## config.mk

```make
export PLATFORM = sky130hd
export DESIGN_NAME = cycle_ctrl_unit
export DESIGN_NICKNAME = d
export VERILOG_FILES = /design/src/rtl/cuc_pkg.sv /design/src/rtl/cuc_seq.sv /design/src/rtl/cuc_dpath.sv /design/src/rtl/cycle_ctrl_unit.sv
export SDC_FILE = /design/constraint.sdc
export NUM_CORES = 1
export LEC_CHECK = 0
export BUFFER_PORTS_ARGS = -buffer_cell sky130_fd_sc_hd__buf_2
export CORE_MARGIN = 2
export CORE_UTILIZATION = 25
export DETAILED_ROUTE_END_ITERATION = 12
export HOLD_SLACK_MARGIN = 0.1
export PLACE_DENSITY = 0.54
export SYNTH_ARGS = -nofsm -noshare
export SYNTH_HDL_FRONTEND = slang
export SYNTH_HIERARCHICAL = 1
export SYNTH_SLANG_ARGS = --single-unit
```

## constraint.sdc

```tcl
create_clock -name clk -period 5.45 [get_ports clk]
set_clock_uncertainty 0.2 [all_clocks]
set_input_delay 0.545 -clock clk [delete_from_list [all_inputs] [get_ports clk]]
set_output_delay 0.545 -clock clk [all_outputs]
set_load 0.02 [all_outputs]
```

## src/rtl/cuc_pkg.sv

```systemverilog
package cuc_pkg;

  typedef enum logic [1:0] {
    CYC_FETCH = 2'b00,
    CYC_INDIR = 2'b01,
    CYC_EXEC  = 2'b10,
    CYC_INTR  = 2'b11
  } cycle_e;

  localparam logic [2:0] OP_ADD = 3'd1;
  localparam logic [2:0] OP_ISZ = 3'd2;
  localparam logic [2:0] OP_BSA = 3'd3;

  typedef struct packed {
    logic marFromPc;
    logic marFromIr;
    logic marFromSave;
    logic mbrFromMem;
    logic mbrFromPc;
    logic mbrInc;
    logic irFromMbr;
    logic irAddrFromMbr;
    logic pcInc;
    logic pcFromIr;
    logic pcFromVec;
    logic pcSkipZero;
    logic r1Add;
    logic memRd;
    logic memWr;
  } uop_t;

endpackage

```

## src/rtl/cuc_seq.sv

```systemverilog
module cuc_seq
  import cuc_pkg::*;
#(
  parameter int OPC_W  = 3,
  parameter int STEP_W = 3
) (
  input  logic             clk,
  input  logic             rst,
  input  logic             mbrInd,
  input  logic [OPC_W-1:0] irOpcode,
  input  logic             irqReq,
  output uop_t             uop,
  output cycle_e           cycle
);

  logic [STEP_W-1:0] step;
  logic              lastStep;
  logic              intEn;
  cycle_e            nextCycle;

  always_comb begin
    uop      = '0;
    lastStep = 1'b0;
    unique case (cycle)
      CYC_FETCH: begin
        case (step)
          STEP_W'(0): uop.marFromPc = 1'b1;
          STEP_W'(1): begin uop.memRd = 1'b1; uop.pcInc = 1'b1; end
          STEP_W'(2): uop.mbrFromMem = 1'b1;
          default:    begin uop.irFromMbr = 1'b1; lastStep = 1'b1; end
        endcase
      end
      CYC_INDIR: begin
        case (step)
          STEP_W'(0): uop.marFromIr = 1'b1;
          STEP_W'(1): uop.memRd = 1'b1;
          STEP_W'(2): uop.mbrFromMem = 1'b1;
          default:    begin uop.irAddrFromMbr = 1'b1; lastStep = 1'b1; end
        endcase
      end
      CYC_EXEC: begin
        if (irOpcode == OP_ADD) begin
          case (step)
            STEP_W'(0): uop.marFromIr = 1'b1;
            STEP_W'(1): uop.memRd = 1'b1;
            STEP_W'(2): uop.mbrFromMem = 1'b1;
            default:    begin uop.r1Add = 1'b1; lastStep = 1'b1; end
          endcase
        end else if (irOpcode == OP_ISZ) begin
          case (step)
            STEP_W'(0): uop.marFromIr = 1'b1;
            STEP_W'(1): uop.memRd = 1'b1;
            STEP_W'(2): uop.mbrFromMem = 1'b1;
            STEP_W'(3): uop.mbrInc = 1'b1;
            default:    begin uop.memWr = 1'b1; uop.pcSkipZero = 1'b1; lastStep = 1'b1; end
          endcase
        end else if (irOpcode == OP_BSA) begin
          case (step)
            STEP_W'(0): begin uop.marFromIr = 1'b1; uop.mbrFromPc = 1'b1; end
            STEP_W'(1): begin uop.pcFromIr = 1'b1; uop.memWr = 1'b1; end
            default:    begin uop.pcInc = 1'b1; lastStep = 1'b1; end
          endcase
        end else begin
          lastStep = 1'b1;
        end
      end
      default: begin
        case (step)
          STEP_W'(0): uop.mbrFromPc = 1'b1;
          STEP_W'(1): begin uop.marFromSave = 1'b1; uop.pcFromVec = 1'b1; end
          default:    begin uop.memWr = 1'b1; lastStep = 1'b1; end
        endcase
      end
    endcase
  end

  always_comb begin
    unique case (cycle)
      CYC_FETCH: nextCycle = mbrInd ? CYC_INDIR : CYC_EXEC;
      CYC_INDIR: nextCycle = CYC_EXEC;
      CYC_EXEC:  nextCycle = (irqReq && intEn) ? CYC_INTR : CYC_FETCH;
      default:   nextCycle = CYC_FETCH;
    endcase
  end

  always_ff @(posedge clk) begin
    if (rst) begin
      cycle <= CYC_FETCH;
      step  <= '0;
      intEn <= 1'b1;
    end else if (lastStep) begin
      cycle <= nextCycle;
      step  <= '0;
      if (nextCycle == CYC_INTR) intEn <= 1'b0;
    end else begin
      step <= step + 1'b1;
    end
  end

endmodule

```

## src/rtl/cuc_dpath.sv

```systemverilog
module cuc_dpath
  import cuc_pkg::*;
#(
  parameter int DATA_W    = 16,
  parameter int OPC_W     = 3,
  parameter int ADDR_W    = 12,
  parameter int SAVE_ADDR = 0,
  parameter int VEC_ADDR  = 1
) (
  input  logic              clk,
  input  logic              rst,
  input  uop_t              uop,
  input  logic [DATA_W-1:0] memRData,
  output logic [ADDR_W-1:0] mar,
  output logic [DATA_W-1:0] mbr,
  output logic [ADDR_W-1:0] pc,
  output logic [DATA_W-1:0] ir,
  output logic [DATA_W-1:0] r1,
  output logic              mbrInd,
  output logic [OPC_W-1:0]  irOpcode
);

  localparam int PAD_W = DATA_W - ADDR_W;

  assign mbrInd   = mbr[DATA_W-1];
  assign irOpcode = ir[DATA_W-2 -: OPC_W];

  always_ff @(posedge clk) begin
    if (rst) begin
      mar <= '0;
      mbr <= '0;
      pc  <= '0;
      ir  <= '0;
      r1  <= '0;
    end else begin
      if (uop.marFromPc)        mar <= pc;
      else if (uop.marFromIr)   mar <= ir[ADDR_W-1:0];
      else if (uop.marFromSave) mar <= ADDR_W'(SAVE_ADDR);

      if (uop.mbrFromMem)      mbr <= memRData;
      else if (uop.mbrFromPc)  mbr <= {{PAD_W{1'b0}}, pc};
      else if (uop.mbrInc)     mbr <= mbr + 1'b1;

      if (uop.irFromMbr)          ir <= mbr;
      else if (uop.irAddrFromMbr) ir[ADDR_W-1:0] <= mbr[ADDR_W-1:0];

      if (uop.pcFromIr)       pc <= ir[ADDR_W-1:0];
      else if (uop.pcFromVec) pc <= ADDR_W'(VEC_ADDR);
      else if (uop.pcInc)     pc <= pc + 1'b1;
      else if (uop.pcSkipZero && (mbr == '0)) pc <= pc + 1'b1;

      if (uop.r1Add) r1 <= r1 + mbr;
    end
  end

endmodule

```

## src/rtl/cycle_ctrl_unit.sv

```systemverilog
module cycle_ctrl_unit
  import cuc_pkg::*;
#(
  parameter int DATA_W    = 16,
  parameter int OPC_W     = 3,
  parameter int ADDR_W    = DATA_W - OPC_W - 1,
  parameter int SAVE_ADDR = 0,
  parameter int VEC_ADDR  = 1
) (
  input  logic              clk,
  input  logic              rst,
  input  logic              irqReq,
  output logic [ADDR_W-1:0] memAddr,
  output logic              memRead,
  output logic              memWrite,
  output logic [DATA_W-1:0] memWData,
  input  logic [DATA_W-1:0] memRData,
  output logic [1:0]        cycleCode,
  output logic [ADDR_W-1:0] pcOut,
  output logic [DATA_W-1:0] irOut,
  output logic [DATA_W-1:0] r1Out
);

  uop_t              uop;
  cycle_e            cycle;
  logic              mbrInd;
  logic [OPC_W-1:0]  irOpcode;
  logic [ADDR_W-1:0] mar;
  logic [DATA_W-1:0] mbr;

  cuc_seq #(.OPC_W(OPC_W)) u_seq (
    .clk      (clk),
    .rst      (rst),
    .mbrInd   (mbrInd),
    .irOpcode (irOpcode),
    .irqReq   (irqReq),
    .uop      (uop),
    .cycle    (cycle)
  );

  cuc_dpath #(
    .DATA_W    (DATA_W),
    .OPC_W     (OPC_W),
    .ADDR_W    (ADDR_W),
    .SAVE_ADDR (SAVE_ADDR),
    .VEC_ADDR  (VEC_ADDR)
  ) u_dpath (
    .clk      (clk),
    .rst      (rst),
    .uop      (uop),
    .memRData (memRData),
    .mar      (mar),
    .mbr      (mbr),
    .pc       (pcOut),
    .ir       (irOut),
    .r1       (r1Out),
    .mbrInd   (mbrInd),
    .irOpcode (irOpcode)
  );

  assign memAddr   = mar;
  assign memWData  = mbr;
  assign memRead   = uop.memRd;
  assign memWrite  = uop.memWr;
  assign cycleCode = cycle;

endmodule

```

* After elaboration in Yosys (flattened, before gate mapping)
Index checks and enable logic that the tools add are counted.
Word-level totals: register bits after elaboration 78, input port bits 19, output and inout port bits 76
Cells by class: add/sub/neg operators 4, equality and inequality tests 9, mux-type cells 58, reductions and logical operators 16
Operators by type and width (number):
- 2-to-1 mux 12 bit | 9
- 2-to-1 mux 16 bit | 3
- 2-to-1 mux 1 bit | 31
- adder 16 x 1 -> 16 bit, second input constant | 1
- adder 16 bit | 1
- logical NOT 16 bit | 1
- 2-to-1 mux 2 bit | 7
- one-hot mux 1 bit (2 select lines) | 7
- adder 12 x 1 -> 12 bit, second input constant | 1
- equality test 3 x 2 -> 1 bit, second input constant | 4
- equality test 3 x 1 -> 1 bit, second input constant | 2
- one-hot mux 2 bit (3 select lines) | 1
- nonzero test 3 bit | 2
- OR reduction 2 bit | 3
- OR reduction 3 bit | 2
- equality test 2 bit, second input constant | 2
- nonzero test 4 bit | 1
- OR reduction 4 bit | 1
- adder 3 x 1 -> 3 bit, second input constant | 1
- logical NOT 3 bit | 1
- equality test 2 x 1 -> 1 bit, second input constant | 1
- logical AND 1 bit | 2
- logical NOT 2 bit | 1
- AND reduction 2 bit | 1
- nonzero test 2 bit | 1

* Longest topological paths before layout
Gate-level depths: netlist (run 1).
depth in word-level cells 11, depth in mapped cells 14, gate-level depth less buffers 13

* Modules after synthesis
The synthesis (run 1) kept the hierarchy.
By module, submodules not included:
- cuc_dpath | instances 1, cells each 557, area each 4345.4 sq um, sequential area each 1441.4 sq um
- cuc_seq | instances 1, cells each 78, area each 624.3 sq um, sequential area each 120.1 sq um

* Least setup slack after synthesis (run 1)
OpenSTA, ideal clock, no wires.
path type reg-to-reg, from register u_dpath.mbr[0], to register u_dpath.r1[12], data arrival time 2.427 ns, slack 2.730 ns, cell stages (with the launch flop) 8, buffers on the path 0, clock period less this slack 2.720 ns, path through dfxtp_1 ha_1 fa_1 a211o_1 a31o_1 a21o_1 a311o_1 o311ai_2
Between the ends: cells in the longest elaborated chain, start to end 1
RTL lines:
- start, declared | RTL line cuc_dpath.sv:15 | output logic [DATA_W-1:0] mbr,
- start signal, assigned | RTL line cuc_dpath.sv:40 | if (uop.mbrFromMem) mbr <= memRData;
- start signal, assigned | RTL line cuc_dpath.sv:41 | else if (uop.mbrFromPc) mbr <= {{PAD_W{1'b0}}, pc};
- start signal, assigned | RTL line cuc_dpath.sv:42 | else if (uop.mbrInc) mbr <= mbr + 1'b1;
- adder 16 bit | RTL line cuc_dpath.sv:52 | if (uop.r1Add) r1 <= r1 + mbr;
- end signal, assigned | RTL line cuc_dpath.sv:52
- end, declared | RTL line cuc_dpath.sv:18 | output logic [DATA_W-1:0] r1,
No other way between the ends. A chain may end at the register's enable or synchronous reset.

==> results of run 1 <==
[path summary, 6_finish.rpt]
path,startpoint,end,slack (ns),depth (start not counted)
setup / recovery,u_seq/cycle[0]$_SDFFE_PP0P_,u_dpath/mbr[9]$_SDFFE_PP0P_,2.10,10
hold reg to reg,u_seq/intEn$_SDFFE_PP1P_,u_seq/intEn$_SDFFE_PP1P_,0.29,1
setup reg to reg,u_seq/cycle[0]$_SDFFE_PP0P_,u_dpath/mbr[9]$_SDFFE_PP0P_,2.10,10
hold / removal,u_seq/intEn$_SDFFE_PP1P_,u_seq/intEn$_SDFFE_PP1P_,0.29,1
[cell usage in the layout, fill, tap and decap left out, types with 5 or more instances in the layout]
cell and count:
or2_2 5, nor3b_1 20, nand2b_1 8, buf_2 94
clkbuf_16 9, ha_1 27, a211oi_1 18, nor3_1 20
xnor2_1 14, and3_1 7, a21oi_1 61, nand3_1 12
nor2_1 82, nand2_1 62, a21o_1 7, a221oi_1 5
mux2i_1 16, a211o_1 5, nand4_1 5, nor2b_1 5
a22oi_1 8, inv_1 21, o21ai_0 22, dfxtp_1 78
[state kept, by name, indices dropped and copies added (netlist names)]
signal and count:
u_dpath/ir 16, u_dpath/pc 12, u_dpath/mar 12, u_seq/intEn 1, u_seq/step 3, u_dpath/r1 16
u_seq/cycle 2, u_dpath/mbr 16
[power by group]
group          internal, mW  switching (mW)  total (mW)
clock                 0.414           0.255       0.669
sequential            0.656           0.172       0.827
combinational         0.334           0.589       0.923
total                  1.40            1.02        2.42
[logic make-up (layout without fill, tap and decap cells)]
family | after synthesis | after routing | synth area share
DFF | 78 | 78 | 0.314
and+or+nand+nor | 253 | 253 | 0.254
buffers and inverters | 65 | 135 | 0.0541
muxes | 17 | 17 | 0.0345
adders and majority gates | 28 | 28 | 0.0720
xor gates and xnor gates | 18 | 18 | 0.0317
AOI/OAI and AO/OA | 176 | 176 | 0.240
[per-stage QoR]
| step | power (mW) | setup WS [ns] | std cells | cell area, µm² |
|---|---|---|---|---|
| after floorplan | 1.49 | 2.73 | 635 | 4970 |
| after global placement | 1.76 | 2.20 | 954 | 5620 |
| after detailed placement | 1.77 | 2.12 | 954 | 5620 |
| after CTS | 2.44 | 2.10 | 970 | 5940 |
| after global routing | 2.59 | 1.73 | 970 | 5940 |
| final | 2.42 | 2.10 | 970 | 5940 |
[worst max-delay path, stage by stage (launching register included)]
cell      delay (ns)
dfxtp_1         0.34
inv_1           0.11
ha_1            0.22
inv_1           0.07
nor2_1          0.22
o21ai_0         0.14
a21oi_1         0.17
and3_1          0.88
or3_1           0.59
nor2_1          0.08
a211oi_1        0.23
[layer usage]
layer  vias to the layer above  routed length, µm
li1                       2425                  -
met1                      2322               7820
met2                       119               7060
met3                        19                700
met4                         0                248
met5                         -                  0
[area by class of cell]
| cell class | instances | share of cell area |
|---|---|---|
| clock buffers | 11 | 0.0408 |
| inverters | 21 | 0.0133 |
| multi-input cells | 492 | 0.529 |
| repair buffers | 98 | 0.0842 |
| clock inverters | 5 | 0.0139 |
| flip-flops and latches | 78 | 0.263 |
| well taps | 265 | 0.0558 |
==> flow_summary.ini, run 1 <==
[logic_synthesis]
synth_edf_count = 0
ys_seq_area_frac = 0.314
syn_avg_cell_area_um2 = 7.83
ys_warn_count = 6
synth_most_common_cell = nor2_1
synth_top_area_frac = 0.314
synth_cell_type_count = 76
synthCells = 635
ys_async_sr_fraction = 0
synth.largest_area_cell = dfxtp_1
syn-cell-area_mm2 = 0.00497
syn_nets = 682
ys_ff_latch = 78
yosys-top-cells-count = nor2_1 (83), dfxtp_1 (78), a21oi_1 (62), nand2_1 (62), clkbuf_1 (31)
synth_top_flop_cell = dfxtp_1
yosys-top-cells-area = dfxtp_1 (31%), ha_1 (6.8%), nor2_1 (6.3%), a21oi_1 (6.2%), nand2_1 (4.7%)

[routing]
drt_iter0_markers = 370
wirelength_mm = 15.8
drc = 0
dr.pass1.iters = 5
viasPerCell = 5.04
vias = 4885
wl_per_cell_um = 16.3
postRouteAntennaNets = 0

[grt]
grt_pass1_wl_mm = 25.1
grt_use_met3 = 0.0311
use_met1 = 0.205
grt_pass1_vias = 4524
overflow = 0
top_usage_layer = met2
grt_max_degree = 54
grtUsageTotal = 0.148
antenna_found_initial = 0
grt_use_met2 = 0.228

[clocking]
insertion_delay_ns = 0.35
cts_sinks = 78
cts.clk_slew.worst_paths_ns = 0.06
cts_buffer_depth = 2
ctsResizeCount = 0
h-tree-depth = 3
ctsHoldBuffers = 0
post_cts_buffers = 0
root_buffer = clkbuf_16
cts_tree = yes
tritoncts.num_buffers = 9

[floorplan]
die_w_um = 145
boundaryPins = 95
row_count = 51
start_util = 0.255
core_area_mm2 = 0.0195
die_area_mm2 = 0.0210
die_height_um = 145

[timing]
fin_tns_setup_ns = 0
whs_ns = 0.289
slew_violations = 0
min_period_over_period = 0.615
relSlewSlack = 0.273
setup_viol = 0
period_needed_ns = 3.35
fmax_mhz = 298
hold_viol_final = 0
tightest_slew_ns = 1.09
grt_setup_unrepaired = no

[place]
dpl.hpwl_mm = 11.4
portBuffers = 94
gp_congestion = 0.811

[final_layout]
regArea_mm2 = 0.00156
fin_nets = 747
multi_input_area_mm2 = 0.00315
syn_to_final_growth_pct = 19.6
fillers = 2129
layout-drive-gt1-share = 0.196
fin_util = 0.305
num_antenna_cells = 0

[setup_path]
critical_path_arrival_ns = 3.41
timing.critical_path.required_ns = 5.50
start_kind = register
end_kind = register
cp_max_fo = 28
worstSetupPathType = reg2reg

[min_path]
holdCritPathClass = reg2reg

[power]
power.density_mw_per_mm2 = 407
ir_drop_v = 0.000142
leakage_nw = 2.42

[flow_run]
max_cap_violations = 0

[run_status]
run_status = complete, no violations
No activity file was read; power rests on OpenSTA's default activity.
==> inputs of run 2 (changes only) <==
- clock period: 5.45 -> 3.5 ns (I/O delays scaled with it)
==> flow_summary.ini, run 2 (synthesized netlist as in run 1, its figures left out) <==
[run_status]
run_status = complete, no violations

[final_layout]
fin_nets = 756
num_antenna_cells = 0
layout_common_cells = buf_2 (94), nor2_1 (82), dfxtp_1 (78)
syn_to_final_growth_pct = 21.2
layout_commonest_cell = buf_2
layout-drive-gt1-share = 0.206
top_regs = u_dpath/ir x16, u_dpath/mbr x16, u_dpath/r1 x16
fillers = 2106
fin_util = 0.310

[grt]
grt_pass1_vias = 4588
grt_pass1_wl_mm = 25.2
overflow = 0
grtUsageTotal = 0.149
grt_max_degree = 35
antenna_found_initial = 0

[routing]
viasPerCell = 4.97
wl_met3_um = 680
dr_wl_met2_mm = 7.00
drc = 0
wirelength_mm = 15.8
vias = 4861
dr.pass1.iters = 4
wl_met1_mm = 7.85
drt_iter0_markers = 293
wl_per_cell_um = 16.1
top_layer_used = met4
postRouteAntennaNets = 0

[setup_path]
cp.depth = 13
ff2ff_path_depth = 13
end_kind = register
critPathBufInv = 3
crit_chain = inv_1, ha_1, inv_1, nor2_1, nand3_1, nand2b_1, and3_1, inv_1, nor2_1, o31ai_1, a41o_1, a21oi_1, nor3_1
crit_slowest_cell = and3_1
cp_max_fo = 18
critPathMaxStageDelay_ns = 0.59
cp_top_family = simple AND/OR/NAND/NOR gates
timing.critical_path.required_ns = 3.52
worstSetupPathType = reg2reg
cp_common_cell = inv_1
start_kind = register
critical_path_arrival_ns = 3.07

[timing]
tightest_slew_ns = 0.956
slew_violations = 0
relSlewSlack = 0.360
fin_tns_setup_ns = 0
grt_setup_unrepaired = no
period_needed_ns = 3.05
hold_viol_final = 0
min_period_over_period = 0.870
setup_viol = 0
fmax_mhz = 328

[clocking]
cts.clk_slew.worst_paths_ns = 0.06
insertion_delay_ns = 0.35
root_buffer = clkbuf_16
ctsResizeCount = 0
h-tree-depth = 3
cts_tree = yes
ctsHoldBuffers = 1
cts_sinks = 78
cts_buffer_depth = 2
post_cts_buffers = 0
tritoncts.num_buffers = 9

[power]
leakage_nw = 2.48
ir_drop_v = 0.000213
power_mw = 3.80
power.density_mw_per_mm2 = 631

[place]
gp_congestion = 0.846
portBuffers = 94
dpl.hpwl_mm = 11.7

[min_path]
hold-path-cell-count = 3
holdCritPathClass = in2reg

[floorplan]
row_count = 51
die_w_um = 145
die_area_mm2 = 0.0210
die_height_um = 145
boundaryPins = 95
start_util = 0.255
core_area_mm2 = 0.0195

[flow_run]
max_cap_violations = 0
-- run 2: worst register-to-register path, cell delays in order, from the launching register on --
cell and delay (ns):
dfxtp_1 0.34, inv_1 0.12, ha_1 0.21, inv_1 0.06, nor2_1 0.23, nand3_1 0.17, nand2b_1 0.10, and3_1 0.59
inv_1 0.25, nor2_1 0.15, o31ai_1 0.09, a41o_1 0.21, a21oi_1 0.14, nor3_1 0.06
-- run 2: layout make-up --
type	count	area [µm²]	share of cell area
Clock buffer	9	225	0.0374
Clock inverter	7	98.8	0.0164
Inverter	21	78.8	0.0131
Multi-Input combinational cell	492	3150	0.522
Sequential cell	78	1560	0.259
Tap cell	265	332	0.0550
Timing Repair Buffer	107	583	0.0968
-- run 2: routing by layer --
layer,GRT usage,vias to the layer above
li1,-,2444
met1,0.207,2308
met2,0.228,95
met3,0.0352,14
met4,0.0485,0
met5,0,-
-- run 2: worst paths after layout --
| check | endpoint | slack, ns | start |
|---|---|---|---|
| setup / recovery | u_dpath/mbr[10]$_SDFFE_PP0P_ | 0.45 | u_seq/cycle[0]$_SDFFE_PP0P_ |
| hold / removal | u_dpath/mbr[4]$_SDFFE_PP0P_ | 0.12 | memRData[4] |
| setup reg to reg | u_dpath/mbr[10]$_SDFFE_PP0P_ | 0.45 | u_seq/cycle[0]$_SDFFE_PP0P_ |
| hold reg to reg | u_seq/intEn$_SDFFE_PP1P_ | 0.28 | u_seq/intEn$_SDFFE_PP1P_ |
-- run 2: stage by stage --
| step | instances | setup WS, ns | area [µm²] | hold slack, ns |
|---|---|---|---|---|
| global placement | 962 | 0.545 | 5690 | 0.264 |
| finish | 979 | 0.454 | 6020 | 0.116 |
| floorplan | 635 | 0.780 | 4970 | 0.250 |
| detailed placement | 962 | 0.492 | 5690 | 0.272 |
| CTS | 979 | 0.481 | 6020 | 0.106 |
| global route | 979 | 0.130 | 6020 | 0.130 |
-- run 2: report_power, final --
part | internal, mW | leakage, nW | switching, mW
combinational | 0.555 | 1.69 | 0.952
sequential | 1.02 | 0.631 | 0.245
clock | 0.627 | 0.156 | 0.401
